==> src/rtl/bsplit_pkg.sv <==
package bsplit_pkg;
  localparam int DATA_W = 32;
  localparam int LANES  = DATA_W / 8;

  // size or width code to log2 of its byte count (codes 2 and 3 both mean four bytes)
  function automatic logic [1:0] code_lg(input logic [1:0] code);
    case (code)
      2'd0:    return 2'd0;
      2'd1:    return 2'd1;
      default: return 2'd2;
    endcase
  endfunction
endpackage

==> src/rtl/bsplit_width_lookup.sv <==
module bsplit_width_lookup
  import bsplit_pkg::*;
#(
  parameter int SPACE_BITS = 2
) (
  input  logic [SPACE_BITS-1:0]               space,
  input  logic [1:0]                          mode,
  input  logic [2*((1<<SPACE_BITS)-1)-1:0]    cfg,
  output logic [1:0]                          dev_lg
);
  localparam int SPACES = 1 << SPACE_BITS;

  logic [1:0] lg_tbl [SPACES];

  assign lg_tbl[0] = code_lg(mode);

  generate
    for (genvar s = 1; s < SPACES; s++) begin : g_space
      assign lg_tbl[s] = code_lg(cfg[2*s-1 -: 2]);
    end
  endgenerate

  assign dev_lg = lg_tbl[space];
endmodule

==> src/rtl/bsplit_plan.sv <==
module bsplit_plan
  import bsplit_pkg::*;
(
  input  logic [1:0] size_code,
  input  logic [1:0] dev_lg,
  input  logic [1:0] addr_lo,
  output logic [1:0] piece_lg,
  output logic [1:0] beats_m1,
  output logic [1:0] lane_sh
);
  logic [1:0] s_lg;
  logic [2:0] dev_b;
  logic [2:0] acc_b;
  logic [2:0] off_b;

  always_comb begin
    s_lg  = code_lg(size_code);
    dev_b = 3'd1 << dev_lg;
    acc_b = 3'd1 << s_lg;
    off_b = {1'b0, addr_lo} & (dev_b - 3'd1);
    if (s_lg <= dev_lg) begin
      piece_lg = s_lg;
      beats_m1 = 2'd0;
      lane_sh  = 2'(dev_b - off_b - acc_b);
    end else begin
      piece_lg = dev_lg;
      beats_m1 = 2'((3'd1 << (s_lg - dev_lg)) - 3'd1);
      lane_sh  = 2'd0;
    end
  end
endmodule

==> src/rtl/bsplit_lane_pack.sv <==
module bsplit_lane_pack
  import bsplit_pkg::*;
(
  input  logic [DATA_W-1:0] val,
  input  logic [1:0]        piece_lg,
  input  logic [1:0]        remain,
  input  logic [1:0]        lane_sh,
  output logic [DATA_W-1:0] lane_data,
  output logic [LANES-1:0]  lane_be
);
  logic [3:0]        skip_b;
  logic [5:0]        pbits;
  logic [DATA_W-1:0] pmask;
  logic [DATA_W-1:0] piece;
  logic [4:0]        ones;

  always_comb begin
    skip_b    = {2'b00, remain} << piece_lg;
    pbits     = 6'd8 << piece_lg;
    pmask     = {DATA_W{1'b1}} >> (6'd32 - pbits);
    piece     = (val >> {skip_b, 3'b000}) & pmask;
    lane_data = piece << {lane_sh, 3'b000};
    ones      = (5'd1 << (3'd1 << piece_lg)) - 5'd1;
    lane_be   = ones[3:0] << lane_sh;
  end
endmodule

==> src/rtl/bsplit_lane_unpack.sv <==
module bsplit_lane_unpack
  import bsplit_pkg::*;
(
  input  logic [DATA_W-1:0] rd_lanes,
  input  logic [DATA_W-1:0] acc,
  input  logic [1:0]        piece_lg,
  input  logic [1:0]        lane_sh,
  output logic [DATA_W-1:0] acc_next
);
  logic [5:0]        pbits;
  logic [DATA_W-1:0] pmask;
  logic [DATA_W-1:0] piece;

  always_comb begin
    pbits    = 6'd8 << piece_lg;
    pmask    = {DATA_W{1'b1}} >> (6'd32 - pbits);
    piece    = (rd_lanes >> {lane_sh, 3'b000}) & pmask;
    acc_next = (acc << pbits) | piece;
  end
endmodule

==> src/rtl/bus_width_splitter.sv <==
module bus_width_splitter
  import bsplit_pkg::*;
#(
  parameter int AW         = 16,
  parameter int SPACE_BITS = 2
) (
  input  logic                               clk,
  input  logic                               rst,
  input  logic                               cpu_req,
  input  logic                               cpu_we,
  input  logic [1:0]                         cpu_size,
  input  logic [AW-1:0]                      cpu_addr,
  input  logic [DATA_W-1:0]                  cpu_wdata,
  output logic [DATA_W-1:0]                  cpu_rdata,
  output logic                               cpu_rdy,
  input  logic [1:0]                         space0_mode,
  input  logic [2*((1<<SPACE_BITS)-1)-1:0]   space_cfg,
  output logic                               bus_cyc,
  output logic                               bus_we,
  output logic [AW-1:0]                      bus_addr,
  output logic [DATA_W-1:0]                  bus_wdata,
  output logic [LANES-1:0]                   bus_be,
  input  logic [DATA_W-1:0]                  bus_rdata,
  input  logic                               bus_ack
);
  logic [SPACE_BITS-1:0] space;
  logic [1:0]            dev_lg;
  logic [1:0]            plan_plg, plan_bm1, plan_sh;

  logic [DATA_W-1:0]     wdata_q, acc_q;
  logic [1:0]            plg_q, sh_q, left_q;

  logic                  accept, step, last;
  logic [DATA_W-1:0]     pk_val, pk_data, acc_next;
  logic [1:0]            pk_plg, pk_rem, pk_sh;
  logic [LANES-1:0]      pk_be;

  assign space = cpu_addr[AW-1 -: SPACE_BITS];

  bsplit_width_lookup #(.SPACE_BITS(SPACE_BITS)) u_lookup (
    .space  (space),
    .mode   (space0_mode),
    .cfg    (space_cfg),
    .dev_lg (dev_lg)
  );

  bsplit_plan u_plan (
    .size_code (cpu_size),
    .dev_lg    (dev_lg),
    .addr_lo   (cpu_addr[1:0]),
    .piece_lg  (plan_plg),
    .beats_m1  (plan_bm1),
    .lane_sh   (plan_sh)
  );

  // bus_cyc doubles as the busy flag: idle exactly when no cycle is presented
  assign accept = cpu_req && !bus_cyc;
  assign step   = bus_cyc && bus_ack;
  assign last   = step && (left_q == 2'd0);

  // the packer serves both the first piece (from CPU inputs) and later pieces (from held state)
  always_comb begin
    if (bus_cyc) begin
      pk_val = wdata_q;
      pk_plg = plg_q;
      pk_rem = left_q - 2'd1;
      pk_sh  = sh_q;
    end else begin
      pk_val = cpu_wdata;
      pk_plg = plan_plg;
      pk_rem = plan_bm1;
      pk_sh  = plan_sh;
    end
  end

  bsplit_lane_pack u_pack (
    .val       (pk_val),
    .piece_lg  (pk_plg),
    .remain    (pk_rem),
    .lane_sh   (pk_sh),
    .lane_data (pk_data),
    .lane_be   (pk_be)
  );

  bsplit_lane_unpack u_unpack (
    .rd_lanes (bus_rdata),
    .acc      (acc_q),
    .piece_lg (plg_q),
    .lane_sh  (sh_q),
    .acc_next (acc_next)
  );

  always_ff @(posedge clk) begin
    if (rst) begin
      bus_cyc   <= 1'b0;
      bus_we    <= 1'b0;
      bus_addr  <= '0;
      bus_wdata <= '0;
      bus_be    <= '0;
      cpu_rdy   <= 1'b0;
      cpu_rdata <= '0;
      wdata_q   <= '0;
      acc_q     <= '0;
      plg_q     <= '0;
      sh_q      <= '0;
      left_q    <= '0;
    end else begin
      cpu_rdy <= last;
      if (accept) begin
        bus_cyc   <= 1'b1;
        bus_we    <= cpu_we;
        bus_addr  <= cpu_addr;
        bus_wdata <= pk_data;
        bus_be    <= pk_be;
        wdata_q   <= cpu_wdata;
        plg_q     <= plan_plg;
        sh_q      <= plan_sh;
        left_q    <= plan_bm1;
        acc_q     <= '0;
      end else if (step) begin
        acc_q <= acc_next;
        if (last) begin
          bus_cyc <= 1'b0;
          bus_be  <= '0;
          if (!bus_we) cpu_rdata <= acc_next;
        end else begin
          left_q    <= left_q - 2'd1;
          bus_addr  <= bus_addr + (AW'(1) << plg_q);
          bus_wdata <= pk_data;
          bus_be    <= pk_be;
        end
      end
    end
  end
endmodule

==> config.mk <==
export PLATFORM = sky130hd
export DESIGN_NAME = bus_width_splitter
export DESIGN_NICKNAME = d
export VERILOG_FILES = /design/src/rtl/bsplit_pkg.sv /design/src/rtl/bsplit_width_lookup.sv /design/src/rtl/bsplit_plan.sv /design/src/rtl/bsplit_lane_pack.sv /design/src/rtl/bsplit_lane_unpack.sv /design/src/rtl/bus_width_splitter.sv
export SDC_FILE = /design/constraint.sdc
export NUM_CORES = 1
export LEC_CHECK = 0
export ABC_AREA = 1
export BUFFER_PORTS_ARGS = -buffer_cell sky130_fd_sc_hd__buf_2
export CAP_MARGIN = 10
export CORE_MARGIN = 4
export CORE_UTILIZATION = 61
export CTS_CLUSTER_DIAMETER = 100
export DETAILED_ROUTE_END_ITERATION = 10
export GPL_TIMING_DRIVEN = 1
export HOLD_SLACK_MARGIN = 0.1
export PLACE_DENSITY = 0.86
export SLEW_MARGIN = 20
export SYNTH_ARGS = -nofsm -noshare
export SYNTH_HDL_FRONTEND = slang
export SYNTH_HIERARCHICAL = 1
export SYNTH_SLANG_ARGS = --single-unit
==> constraint.sdc <==
create_clock -name clk -period 9.9 [get_ports clk]
set_clock_uncertainty 0.2 [all_clocks]
set_input_delay 2.475 -clock clk [delete_from_list [all_inputs] [get_ports clk]]
set_output_delay 2.475 -clock clk [all_outputs]
set_load 0.02 [all_outputs]
* Yosys cells after proc, flatten, opt, wreduce, memory -nomap -nowiden
Cells that the tools add are included.
** Operators by class
- $add $sub $neg :: 10
- $lt $le $gt $ge :: 2
- Eq/ne operators :: 6
- Shift operators :: 16
- Muxes and demuxes :: 30
- Bitwise logic cells :: 7
- Reduce and logical (&&, ||, !) cells :: 16
** Operator list (count)
- $mux W32 :: 4
- $and A32 B32 Y32 :: 2
- $shr A32 B6 Y32 const A :: 2
- $mux W16 :: 3
- $or A32 B32 Y32 :: 1
- $shl A32 B5 Y32 :: 1
- $shl A32 B6 Y32 :: 1
- $shr A32 B5 Y32 :: 1
- $shr A32 B7 Y32 :: 1
- $mux W2 :: 11
- $pmux W2 S2 :: 5
- $add A16 B16 Y16 :: 1
- $shl A1 B2 Y16 const A :: 1
- $logic_not A2 Y1 :: 6
- $mux W4 :: 3
- $shl A4 B2 Y6 const A :: 2
- $sub A6 B6 Y6 const A :: 2
- $eq A2 B1 Y1 const B :: 5
- $shl A1 B2 Y2 const A :: 3
- $sub A2 B1 Y2 const B :: 3
- $sub A2 B2 Y2 :: 3
- $bmux W2 S2 :: 1
- $reduce_and A2 Y1 :: 2
- $reduce_and A4 Y1 :: 1
- 16 further kinds :: 22
** Word-level totals
- Bits in registers :: 157
- Bits of input ports :: 95
- Output and inout port bits :: 87
- Word-level logic and storage cells :: 99

* Depth between registers and ports, before layout
Gate-level depths: netlist of run 1.
- Word-level depth :: 17
- Gate-level depth with buffers :: 26
- Depth with buffers taken out :: 25

* By module
The synthesis of run 1 kept the hierarchy.
** Modules (own cells, without submodules)
- bus_width_splitter :: times used 1, cells an instance 908, area an instance 6521.3 um^2, seq. area each 3143.0 um^2
- bsplit_lane_pack :: times used 1, cells an instance 351, area an instance 1572.8 um^2, seq. area each 0.0 um^2
- bsplit_lane_unpack :: times used 1, cells an instance 325, area an instance 1564.0 um^2, seq. area each 0.0 um^2
- bsplit_plan :: times used 1, cells an instance 40, area an instance 222.7 um^2, seq. area each 0.0 um^2
- bsplit_width_lookup :: times used 1, cells an instance 20, area an instance 81.3 um^2, seq. area each 0.0 um^2

* Worst setup path after synthesis of run 1
No wires, ideal clock.
- Path type :: input -> register
- From :: input cpu_addr[15]
- To :: register bus_wdata[26]
- Setup time :: 0.116 ns
- Arrival :: 5.349 ns
- Data required time :: 9.584 ns
- Setup slack :: 4.235 ns
- Cell stages on the path :: 21
- Path buffers :: 0
- Cell sequence :: inv_1 nand2_1 o21ai_0 inv_2 fa_1 nand2_2 nand2_1 o21ai_0 nand2_1 o21ai_0 inv_2 ha_1 inv_1 nand2_1 nor2_1 nand3_1 nand2_1 nand3_1 nand2_1 o21ai_0 nor2_1
** On the way
- Elaborated cells on any way between the ends :: 29
- Classes of those cells :: add/sub (6); order compare (1); shift (7); mux (12); bitwise (3)
** RTL lines
- start, declared :: line bus_width_splitter.sv:12 : input logic [AW-1:0] cpu_addr,
- $not A2 Y3 (not written as such) (*) :: line bsplit_width_lookup.sv:23 : assign dev_lg = lg_tbl[space];
- $bmux W2 S2 (*) :: line bsplit_width_lookup.sv:23
- $mux W2 (not written as such) (*) (2 in series) :: line bsplit_width_lookup.sv:23
- net dev_lg[1] :: line bus_width_splitter.sv:27 : logic [1:0] dev_lg;
- $le A2 B2 Y1 (*) :: line bsplit_plan.sv:21 : if (s_lg <= dev_lg) begin
- $mux W2 (*) :: line bsplit_plan.sv:21
- net plan_plg[0] :: line bus_width_splitter.sv:28 : logic [1:0] plan_plg, plan_bm1, plan_sh;
- $mux W2 (*) :: line bus_width_splitter.sv:63 : if (bus_cyc) begin
- net pk_plg[0] :: line bus_width_splitter.sv:35 : logic [1:0] pk_plg, pk_rem, pk_sh;
- (+1 left out)
- $sub A6 B6 Y6 :: line bsplit_lane_pack.sv:20 : pmask = {DATA_W{1'b1}} >> (6'd32 - pbits);
- $shr A32 B6 Y32 :: line bsplit_lane_pack.sv:20
- $and A32 B32 Y32 (*) :: line bsplit_lane_pack.sv:21 : piece = (val >> {skip_b, 3'b000}) & pmask;
- $shl A32 B5 Y32 (*) :: line bsplit_lane_pack.sv:22 : lane_data = piece << {lane_sh, 3'b000};
- net pk_data[26] :: line bus_width_splitter.sv:34 : logic [DATA_W-1:0] pk_val, pk_data, acc_next;
- $mux W32 :: line bus_width_splitter.sv:122 : if (last) begin
- $mux W32 :: line bus_width_splitter.sv:120 : end else if (step) begin
- $mux W32 (*) :: line bus_width_splitter.sv:109 : if (accept) begin
- end signal, assigned :: line bus_width_splitter.sv:113 : bus_wdata <= pk_data;
- end signal, assigned :: line bus_width_splitter.sv:129 : bus_wdata <= pk_data;
- end, declared :: line bus_width_splitter.sv:21 : output logic [DATA_W-1:0] bus_wdata,
The timed path passes the listed nets; every way through them passes the cells marked *. The select of a mux whose other input is x is not followed.
A chain may end at the register's enable or synchronous reset.

* Worst setup path after layout of run 1
- From :: input cpu_addr[14]
- To :: register bus_wdata[14]
The elaborated chain is that of the path after synthesis.

==> results by group, run 1 <==
Routing
  • Detailed Routing Iterations Pass 1: 5
  • # DRC: 0
  • Vias per cell: about 5.7
  • ANT nets after route: 0
  • DRT iter0 DRCs: around 1,200
  • WL final: between 20 and 30 mm
  • Post-DR wirelength/cell: between 15 and 20 um
  • Via count: between 10,000 and 15,000

Logic synthesis
  • Post-synth EDFFs: 0
  • Net Count, Synth: ~1,800
  • Cell variety after synth: 40
  • Asr flop ratio synth: 0%
  • Synthesized cell area: between 0.009 and 0.01 mm2
  • Simple-gate share of the synthesized area: a little over two fifths
  • Main synth FF type: dfxtp_1
  • Cell taking the most area after synthesis: dfxtp_1
  • Main combinational cell family by area after synthesis: simple AND/OR/NAND/NOR gates
  • Multiplexer share of the synthesized area: 0%
  • Post-synth top area share: about a third
  • Cells after Synth: approximately 1,600
  • Top cells by area in the synthesized netlist: dfxtp_1, nand2_1, nand3_1
  • Post-Synth Adder-Cell Area: ~2.9%
  • Post-Synth XOR/XNOR Area: less than 1%
  • Sequential-to-total area share from yosys stat: between 30% and 40%
  • Synth Area in Compound Gates: about an eighth
  • FF+latch count, synth: 157
  • Synth Area per Inst: around 6.1 um2
  • YS warnings: 6

Clocking
  • Clock H-tree levels: 4
  • Worst-skew pair later-pin latency: 0.43 ns
  • CTS tree: built
  • Maximum clock insertion buffer count: 2
  • Clock sinks: around 160
  • Root Buffer: clkbuf_16
  • Setup bufs post-CTS: 0
  • Post-CTS resize count: 0
  • Hold bufs inserted after CTS: 0
  • Reg clk slew, reported paths: roughly 0.06 ns
  • CTS Buf Count: 17

Placement
  • Dpl cells: between 1,500 and 2,000
  • I/O Buffers: roughly 180
  • Detailed placer's ending HPWL: 20.69 mm
  • Final Wtd Congestion: 0.8983

Setup path
  • Startpoint types: primary input
  • CP cell instances: buf_2, nand2_1, nand2_1, o21ai_0, inv_2, fa_1, nand2_2, o21ai_0, nand2_1, o21ai_0, nor2_2, nand2_2, nand2_1, nand4_1, nand3_1, nand2_1, nand2_1, nor2_1, o21ai_0, nor2_1
  • Crit path capture: bus_wdata[14]
  • Critical path buffers and inverters: 2
  • Arr. time, crit path: ~7.3 ns
  • CP startpoint: cpu_addr[14]
  • Worst R2R Setup Slack: ~5.9 ns
  • Reg-to-Reg End: bus_wdata[14]
  • R2R Path Start: bus_cyc
  • WS Path Type: in2reg
  • Slowest stage delay, CP: approximately 1.0 ns
  • Crit path capture type: flip-flop
  • Crit path top cell by count: nand2_1
  • Crit-path leading delay family: simple AND/OR/NAND/NOR gates
  • Reg2reg path depth: 13
  • CP max FO: 31
  • CP max-delay cell: nor2_2
  • Number of cells on the critical path: 20
  • Worst Path Required: around 10 ns

Timing
  • Worst slew pin tran: 1.151 ns
  • Final Slew Violations: 0
  • Tmin final: a little over 7 ns
  • Setup_tns: 0 ns
  • Fin. Hold Viols: 0
  • Max frequency: ~140 MHz
  • Final worst-path cycle share: just over 70%
  • Final setup viols: 0
  • Slew headroom: a little under a quarter
  • RSZ-0062 raised after global routing: no

Die
  • FP Rows: between 40 and 50
  • Core area: ~0.016 mm2
  • Full die area: between 0.015 and 0.02 mm2
  • I/O pin cnt: ~180
  • Starting Density: a little over three fifths
  • Die X: around 140 um
  • Die Ht: ~140 um

Power
  • Power Density: between 150 and 200 mW/mm2
  • Leakage: between 5 and 6 nW
  • Peak supply drop: around 0.15 mV

Cells and area
  • Layout area overhead: 12.62%
  • Final net count: ~1,900
  • Share of cells above drive strength 1: 15.49%
  • Final std cells w/o fill: roughly 2,000
  • # diodes: 0

Global routing
  • Grt ovf: 0
  • Antenna violations before repair: 0
  • First-pass GRT wire length: 48.31 mm
  • Vias in the first global route: about 10,000
  • Largest net degree at the start of global routing: 107
  • GRT Overall Usage: 32.06%

Run
  • Max-Cap Viols: 0

Outcome
  • Status: finished clean

Hold path
  • Worst Hold Class: reg2reg
## per-layer routing
| metal | global-route usage (%) | vias up | routed length (um) |
|---|---|---|---|
| li1 | - | 5510 | - |
| met1 | 39.84 | 5152 | 12300 |
| met2 | 55.20 | 443 | 14750 |
| met3 | 5.349 | 75 | 1916 |
| met4 | 13.10 | 0 | 1001 |
| met5 | 0 | - | 0 |
## worst min-delay path: stages, from the launching register on
cell and delay [ns]:
dfxtp_1 0.30, nand2_1 0.05, a21oi_1 0.05
## cell usage in the layout, fill, tap and decap left out, types with 4 or more instances in the layout
master / netlist / routed
clkbuf_8: 0 / 5
clkbuf_16: 0 / 17
nand3_1: 235 / 235
nor3_1: 8 / 8
inv_2: 15 / 16
a21oi_1: 59 / 59
o211ai_1: 4 / 4
nor2_1: 196 / 196
nand4_1: 12 / 12
nand2_2: 11 / 12
nor2_2: 8 / 8
o21ai_0: 157 / 154
dfxtp_1: 157 / 157
o21ai_1: 19 / 19
nand3b_1: 5 / 5
inv_1: 95 / 95
buf_2: 33 / 181
buf_4: 15 / 6
nand2_1: 504 / 503
ha_1: 18 / 18
or2_0: 4 / 4
## worst min-delay path by stage
stage,start,to,slack (ns),depth (start not counted)
after floorplan,acc_q[24],acc_q[24],0.24,2
after global placement,acc_q[30],acc_q[30],0.25,2
after detailed placement,acc_q[24],acc_q[24],0.25,2
after CTS,acc_q[24],acc_q[24],0.26,2
after global routing,acc_q[24],acc_q[24],0.28,2
final,acc_q[24],acc_q[24],0.26,2
## cell type report
| type | count | area (um2) |
|---|---|---|
| Timing Repair Buffer | 187 | 950.9 |
| Clock inverter | 9 | 110.1 |
| Inverter | 116 | 445.4 |
| Clock buffer | 22 | 494.2 |
| Multi-Input combinational cell | 1265 | 5806 |
| Fill cell | 1442 | 4723 |
| Tap cell | 216 | 270.3 |
| Sequential cell | 157 | 3143 |
## through the flow
step	hold WS, ns	utilization [%]	power [mW]	cell area (um2)	worst slack, ns
floorplan	0.2404	-	1.184	9962	4.235
global placement	0.2496	66.58	1.326	10620	2.683
detailed placement	0.2532	66.58	1.335	10620	2.588
CTS	0.2628	70.37	2.002	11220	2.962
global route	0.2808	70.37	2.122	11220	2.346
finish	0.2596	70.37	2.009	11220	2.769
## kinds of logic after synthesis
family	after synthesis
flops	157
buf+inv	222
compound gates	248
simple gates	995
fa+ha+maj	21
xor+xnor	1
## sequential cells by signal (all words and copies together) (netlist names), 2 cells and up
| name | count |
|---|---|
| left_q | 2 |
| bus_wdata | 32 |
| bus_be | 4 |
| bus_addr | 16 |
| cpu_rdata | 32 |
| wdata_q | 32 |
| sh_q | 2 |
| acc_q | 32 |
| plg_q | 2 |
## report_power, final
part	internal [mW]	leakage [nW]	switching, mW
sequential	0.681	1.28	0.0362
clock	0.403	0.290	0.268
combinational	0.185	3.86	0.436
total	1.27	5.44	0.740
## cells in the mapped netlist, types with 2 or more instances
master and n:
nand2_1 504, nand3_1 235, nor2_1 196, dfxtp_1 157, o21ai_0 157, inv_1 95, a21oi_1 59, clkbuf_1 41
buf_2 33, o21ai_1 19, ha_1 18, buf_4 15, inv_2 15, nand4_1 12, nand2_2 11, buf_6 10
nor2_2 8, nor3_1 8, buf_1 6, nand3b_1 5, o211ai_1 4, or2_0 4, a31oi_1 3, clkinv_1 3
fa_1 3, nor2_4 3, inv_4 2, nand2_4 2, nand3_2 2, o21bai_1 2, or2_1 2, or2_2 2
(Power assumes the default switching activity.)
==> run 2, diff against run 1 <==
--- a/config.mk
+++ b/config.mk
@@ -9,12 +9,12 @@
 export BUFFER_PORTS_ARGS = -buffer_cell sky130_fd_sc_hd__buf_2
 export CAP_MARGIN = 10
 export CORE_MARGIN = 4
-export CORE_UTILIZATION = 61
+export CORE_UTILIZATION = 51
 export CTS_CLUSTER_DIAMETER = 100
 export DETAILED_ROUTE_END_ITERATION = 10
 export GPL_TIMING_DRIVEN = 1
 export HOLD_SLACK_MARGIN = 0.1
-export PLACE_DENSITY = 0.86
+export PLACE_DENSITY = 0.77
 export SLEW_MARGIN = 20
 export SYNTH_ARGS = -nofsm -noshare
 export SYNTH_HDL_FRONTEND = slang
==> constraint.sdc (replaced) <==
create_clock -name clk -period 6.4 [get_ports clk]
set_clock_uncertainty 0.2 [all_clocks]
set_input_delay 1.6 -clock clk [delete_from_list [all_inputs] [get_ports clk]]
set_output_delay 1.6 -clock clk [all_outputs]
set_load 0.02 [all_outputs]
==> results by group, run 2 (synthesis results as in run 1) <==
Outcome
  • Status: finished clean (unchanged)

Timing
  • Fin. Hold Viols: 0 (unchanged)
  • Max frequency: 196.2 MHz
  • Worst slew pin tran: 1.020 ns (was 1.151 ns)
  • Final setup viols: 0 (unchanged)
  • Final Slew Violations: 0 (unchanged)
  • Setup_tns: 0 ns (unchanged)
  • RSZ-0062 raised after global routing: no (unchanged)
  • Slew headroom: 31.26% (was 23.19%)
  • Final worst-path cycle share: approximately four fifths
  • Tmin final: ~5.1 ns

Setup path
  • Worst R2R Setup Slack: 2.70 ns (was 5.90 ns)
  • Crit path capture type: flip-flop (unchanged)
  • Reg-to-Reg End: bus_wdata[29] (was bus_wdata[14])
  • CP cell instances: buf_2, nor2_1, nand2_1, nand2_1, nand2_1, nand2_1, ha_1, inv_1, fa_1, nand2_2, nand2_1, o21ai_0, nand2_1, o21ai_0, nand2_1, nand2_1, nor2_2, nor2_2, nand3_1, nand2_1, nand2_1, nand2_1, o21ai_0, nor2_1 (was buf_2, nand2_1, nand2_1, o21ai_0, inv_2, fa_1, nand2_2, o21ai_0, nand2_1, o21ai_0, nor2_2, nand2_2, nand2_1, nand4_1, nand3_1, nand2_1, nand2_1, nor2_1, o21ai_0, nor2_1)
  • Startpoint types: primary input (unchanged)
  • Arr. time, crit path: 5.27 ns (was 7.25 ns)
  • CP max FO: 11 (was 31)
  • CP max-delay cell: o21ai_0 (was nor2_2)
  • R2R Path Start: bus_cyc (unchanged)
  • Worst Path Required: 6.58 ns (was 10.02 ns)
  • WS Path Type: in2reg (unchanged)
  • Slowest stage delay, CP: 0.41 ns (was 1.01 ns)
  • Critical path buffers and inverters: 2 (unchanged)
  • Crit path top cell by count: nand2_1 (unchanged)
  • Crit-path leading delay family: simple AND/OR/NAND/NOR gates (unchanged)
  • Reg2reg path depth: 13 (unchanged)

Clocking
  • Maximum clock insertion buffer count: 2 (unchanged)
  • Clock H-tree levels: 4 (unchanged)
  • Clock sinks: 157 (unchanged)
  • CTS Buf Count: 17 (unchanged)
  • Setup bufs post-CTS: 0 (unchanged)
  • Reg clk slew, reported paths: 0.07 ns (was 0.06 ns)
  • Root Buffer: clkbuf_16 (unchanged)
  • CTS tree: built (unchanged)
  • Post-CTS resize count: 0 (unchanged)
  • Worst-skew pair later-pin latency: 0.44 ns (was 0.43 ns)
  • Hold bufs inserted after CTS: 0 (unchanged)

Run
  • Max-Cap Viols: 0 (unchanged)

Global routing
  • Antenna violations before repair: 0 (unchanged)
  • Largest net degree at the start of global routing: 107 (unchanged)
  • Grt ovf: 0 (unchanged)
  • First-pass GRT wire length: 48.94 mm (was 48.31 mm)
  • GRT Overall Usage: 26.94% (was 32.06%)
  • Vias in the first global route: 9,929 (was 9,985)

Routing
  • Via count: 10,940 (was 11,180)
  • ANT nets after route: 0 (unchanged)
  • Post-DR wirelength/cell: 14.82 um (was 15.19 um)
  • WL final: 29.93 mm (was 29.96 mm)
  • # DRC: 0 (unchanged)
  • Vias per cell: 5.421 (was 5.669)
  • DRT iter0 DRCs: 1,056 (was 1,222)
  • Detailed Routing Iterations Pass 1: 7 (was 5)

Die
  • Starting Density: 52.55% (was 62.49%)
  • Die Ht: 147.8 um (was 135.8 um)
  • Core area: 0.01896 mm2 (was 0.01594 mm2)
  • Die X: 147.8 um (was 135.8 um)
  • FP Rows: 50 (was 46)
  • Full die area: 0.02183 mm2 (was 0.01844 mm2)
  • I/O pin cnt: 182 (unchanged)

Power
  • Total power: 3.079 mW (was 2.009 mW)
  • Switching part of the total: 38.29% (was 36.83%)
  • Peak supply drop: 0.2361 mV (was 0.1460 mV)
  • Clock power share: 32.8% (was 33.4%)
  • P_sw: 1.179 mW (was 0.7400 mW)
  • Int Pwr: 1.900 mW (was 1.269 mW)
  • Sequential share of power: 36.0% (was 35.7%)
  • Logic gate share of total power: 31.1% (was 30.9%)
  • Power Density: 273.3 mW/mm2 (was 179.1 mW/mm2)
  • Leakage: 5.444 nW (was 5.438 nW)

Cells and area
  • Final Instance Area: 0.01127 mm2 (was 0.01122 mm2)
  • Commonest non-fill, non-tap cell in the layout: nand2_1 (unchanged)
  • Most frequent cells in the layout: nand2_1, nand3_1, nor2_1 (unchanged)
  • Share of cells above drive strength 1: 15.63% (was 15.49%)
  • # diodes: 0 (unchanged)
  • FILL cells: 1,901 (was 1,442)
  • Layout area overhead: 13.11% (was 12.62%)
  • Final net count: 1,862 (was 1,860)

Placement
  • Post-DP Area: 0.01069 mm2 (was 0.01062 mm2)
  • I/O Buffers: 181 (unchanged)
  • Final Wtd Congestion: 0.9362 (was 0.8983)
  • Detailed placer's ending HPWL: 21.16 mm (was 20.69 mm)

Hold path
  • Hold Startpoint: acc_q[29] (was acc_q[24])
  • Endpoint, Worst Hold: acc_q[29] (was acc_q[24])
  • Hold path cells: 2 (unchanged)
  • Worst Hold Class: reg2reg (unchanged)
==> run 2: changes by cell type in the layout (fill, tap and decap cells not counted), sizes merged <==
cell      change
clkinv        -1
clkinvlp      -2
inv           +9
buf           +2
clkbuf        -4
bufinv        -1
==> run 2: power by group through the flow <==
stage	sequential (mW)	combinational, mW	clock [mW]
3_3_place_gp	1.13	0.936	0
4_1_cts	1.11	0.950	1.03
5_1_grt	1.12	1.08	1.07
3_5_place_dp	1.13	0.945	0
2_1_floorplan	1.18	0.653	0
6_report	1.11	0.959	1.01
==> run 2: final cells by class <==
type                       count  area [um2]  area share (%)
tap                          260       325.3           2.887
inverter                     116       445.4           3.953
multi-input combinational   1265        5806           51.52
clock buffer                  18       439.2           3.897
clock inverter                14       143.9           1.277
timing repair buffer         189       965.9           8.572
sequential                   157        3143           27.89
==> run 2: stage by stage <==
step	hold WS [ns]	std cells	setup WS, ns	util, %
after floorplan	0.2404	1644	1.610	-
after global placement	0.2508	1987	1.074	56.37
after detailed placement	0.2522	1987	0.9161	56.37
after CTS	0.2631	2019	1.354	59.45
after global routing	0.2883	2019	0.8435	59.45
final	0.2585	2019	1.304	59.45
==> run 2: worst max path at each step <==
stage	start	to	slack, ns	cells after the start
2_1_floorplan	cpu_addr[15]	bus_wdata[26]	1.61	21
3_3_place_gp	cpu_addr[14]	bus_wdata[16]	1.07	25
3_5_place_dp	cpu_addr[14]	bus_wdata[16]	0.92	25
4_1_cts	cpu_addr[14]	bus_wdata[29]	1.35	24
5_1_grt	cpu_addr[14]	bus_wdata[16]	0.84	25
6_report	cpu_addr[14]	bus_wdata[29]	1.30	24
==> run 2: metal layers <==
layer / GRT usage (%) / vias up / routed length, um
li1: - / 5507 / -
met1: 35.11 / 5016 / 12800
met2: 45.61 / 356 / 14640
met3: 3.955 / 65 / 1739
met4: 9.553 / 0 / 751
met5: 0 / - / 0
==> run 2: worst register-to-register path, stage by stage (launching register included) <==
cell	delay (ns)
dfxtp_1	0.40
inv_2	0.06
buf_4	0.31
o21ai_0	0.90
nand2_1	0.27
nand2_1	0.39
nor2_2	0.18
nor2_2	0.34
nand3_1	0.13
nand2_1	0.11
nand2_1	0.05
nand2_1	0.08
o21ai_0	0.09
nor2_1	0.13
==> run 3, diff against run 2 <==
--- a/config.mk
+++ b/config.mk
@@ -9,12 +9,12 @@
 export BUFFER_PORTS_ARGS = -buffer_cell sky130_fd_sc_hd__buf_2
 export CAP_MARGIN = 10
 export CORE_MARGIN = 4
-export CORE_UTILIZATION = 51
+export CORE_UTILIZATION = 57
 export CTS_CLUSTER_DIAMETER = 100
 export DETAILED_ROUTE_END_ITERATION = 10
 export GPL_TIMING_DRIVEN = 1
 export HOLD_SLACK_MARGIN = 0.1
-export PLACE_DENSITY = 0.77
+export PLACE_DENSITY = 0.81
 export SLEW_MARGIN = 20
 export SYNTH_ARGS = -nofsm -noshare
 export SYNTH_HDL_FRONTEND = slang
==> constraint.sdc (replaced) <==
create_clock -name clk -period 5.2 [get_ports clk]
set_clock_uncertainty 0.2 [all_clocks]
set_input_delay 1.3 -clock clk [delete_from_list [all_inputs] [get_ports clk]]
set_output_delay 1.3 -clock clk [all_outputs]
set_load 0.02 [all_outputs]
==> results by group, run 3 (synthesis results as in run 1) <==
Global routing
  • GRT Overall Usage: 30.36% (was 26.94%)
  • Largest net degree at the start of global routing: 107 (unchanged)
  • First-pass GRT wire length: 49.80 mm (was 48.94 mm)
  • Grt ovf: 0 (unchanged)
  • Antenna violations before repair: 0 (unchanged)
  • Vias in the first global route: 10,090 (was 9,929)

Die
  • Die Ht: 140.2 um (was 147.8 um)
  • I/O pin cnt: 182 (unchanged)
  • Die X: 140.2 um (was 147.8 um)
  • FP Rows: 48 (was 50)
  • Core area: 0.01724 mm2 (was 0.01896 mm2)
  • Full die area: 0.01966 mm2 (was 0.02183 mm2)
  • Starting Density: 57.80% (was 52.55%)

Hold path
  • Worst Hold Class: reg2reg (unchanged)
  • Hold path cells: 2 (unchanged)
  • Hold Startpoint: acc_q[24] (was acc_q[29])

Setup path
  • Worst Path Required: 5.37 ns (was 6.58 ns)
  • WS Path Type: in2reg (unchanged)
  • Crit path top cell by count: nand2_1 (unchanged)
  • Crit-path leading delay family: simple AND/OR/NAND/NOR gates (unchanged)
  • Crit path capture type: flip-flop (unchanged)
  • Slowest stage delay, CP: 0.37 ns (was 0.41 ns)
  • Number of cells on the critical path: 26 (was 24)
  • R2R Path Start: plg_q[1] (was bus_cyc)
  • CP max FO: 8 (was 11)
  • Reg2reg path depth: 12 (was 13)
  • CP max-delay cell: fa_1 (was o21ai_0)
  • Startpoint types: primary input (unchanged)
  • CP startpoint: cpu_addr[14] (unchanged)
  • Arr. time, crit path: 4.70 ns (was 5.27 ns)
  • Critical path buffers and inverters: 5 (was 2)

Placement
  • I/O Buffers: 181 (unchanged)
  • Final Wtd Congestion: 0.9500 (was 0.9362)
  • Post-DP Area: 0.01072 mm2 (was 0.01069 mm2)
  • Detailed placer's ending HPWL: 21.00 mm (was 21.16 mm)

Timing
  • Setup_tns: 0 ns (unchanged)
  • Worst slew pin tran: 1.043 ns (was 1.020 ns)
  • Final Slew Violations: 0 (unchanged)
  • Fin Hold WS: 0.2599 ns (was 0.2585 ns)
  • Slew headroom: 30.49% (was 31.26%)
  • Final setup viols: 0 (unchanged)
  • Final worst-path cycle share: around 87%
  • Tmin final: roughly 4.5 ns
  • RSZ-0062 raised after global routing: no (unchanged)
  • Max frequency: approximately 220 MHz
  • Fin. Hold Viols: 0 (unchanged)

Routing
  • DRT iter0 DRCs: 959 (was 1,056)
  • Detailed Routing Iterations Pass 1: 6 (was 7)
  • ANT nets after route: 0 (unchanged)
  • Post-DR wirelength/cell: 15.24 um (was 14.82 um)
  • Vias per cell: 5.579 (was 5.421)
  • Via count: 11,130 (was 10,940)
  • # DRC: 0 (unchanged)
  • WL final: 30.41 mm (was 29.93 mm)

Clocking
  • Maximum clock insertion buffer count: 2 (unchanged)
  • Clock H-tree levels: 4 (unchanged)
  • Setup bufs post-CTS: 0 (unchanged)
  • Post-CTS resize count: 0 (unchanged)
  • CTS Buf Count: 17 (unchanged)
  • Root Buffer: clkbuf_16 (unchanged)
  • Clock sinks: 157 (unchanged)
  • Hold bufs inserted after CTS: 0 (unchanged)
  • Worst-skew pair later-pin latency: 0.43 ns (was 0.44 ns)
  • Reg clk slew, reported paths: 0.07 ns (about the same)
  • CTS tree: built (unchanged)

Power
  • Peak supply drop: 0.3724 mV (was 0.2361 mV)
  • Power Density: 343.3 mW/mm2 (was 273.3 mW/mm2)
  • Total power: 3.890 mW (was 3.079 mW)
  • Leakage: 5.513 nW (was 5.444 nW)

Cells and area
  • FILL cells: 1,609 (was 1,901)
  • Final Util: 65.74% (was 59.45%)
  • # diodes: 0 (unchanged)
  • Final Instance Area: 0.01133 mm2 (was 0.01127 mm2)
  • Layout area overhead: 13.75% (was 13.11%)
  • Share of cells above drive strength 1: 16.16% (was 15.63%)
  • Commonest non-fill, non-tap cell in the layout: nand2_1 (unchanged)
  • Final net count: 1,873 (was 1,862)
  • Most frequent cells in the layout: nand2_1, nand3_1, nor2_1 (unchanged)

Outcome
  • Status: finished clean (unchanged)

Run
  • Max-Cap Viols: 0 (unchanged)
run 3: worst paths after layout:
check | endpoint | slack [ns]
setup reg to reg | bus_wdata[27] | 1.94
hold reg to reg | acc_q[24] | 0.26
setup / recovery | bus_wdata[10] | 0.67
hold / removal | acc_q[24] | 0.26
run 3: per-layer routing:
layer | vias to the layer above | GRT usage [%] | share of wire (%)
li1 | 5527 | - | -
met1 | 5090 | 39.12 | 42
met2 | 436 | 51.18 | 49
met3 | 77 | 4.746 | 5.7
met4 | 0 | 11.68 | 3.1
met5 | - | 0 | 0
run 3: worst reg2reg max path: stages, from the launching register on:
cell and delay [ns]:
dfxtp_1 0.48, inv_1 0.11, o21ai_0 0.80, inv_2 0.29
nand3_2 0.17, nand2_1 0.09, nor2_4 0.41, nand3b_1 0.21
nand2_1 0.12, nand2_1 0.05, nand2_1 0.08, o21ai_0 0.07
nor2_1 0.12
run 3: where the power goes:
part / internal (mW) / switching, mW
registers: 1.30 / 0.0630
clock network: 0.740 / 0.567
logic: 0.371 / 0.854
total: 2.41 / 1.48
run 3: stage by stage:
| stage | setup slack (ns) | instances |
|---|---|---|
| 6_report | 0.6707 | 1995 |
| 3_3_place_gp | 0.3482 | 1963 |
| 5_1_grt | 0.2937 | 1995 |
| 4_1_cts | 0.7342 | 1995 |
| 3_5_place_dp | 0.3088 | 1963 |
| 2_1_floorplan | 0.7101 | 1644 |
run 3: layout make-up:
type | instances | area [um2] | area share (%)
multi-input cells | 1265 | 5806 | 51.23
flip-flops and latches | 157 | 3143 | 27.74
repair buffers | 200 | 1049 | 9.253
inverters | 116 | 445.4 | 3.931
clock buffers | 18 | 439.2 | 3.875
well taps | 225 | 281.5 | 2.484
clock inverters | 14 | 168.9 | 1.491
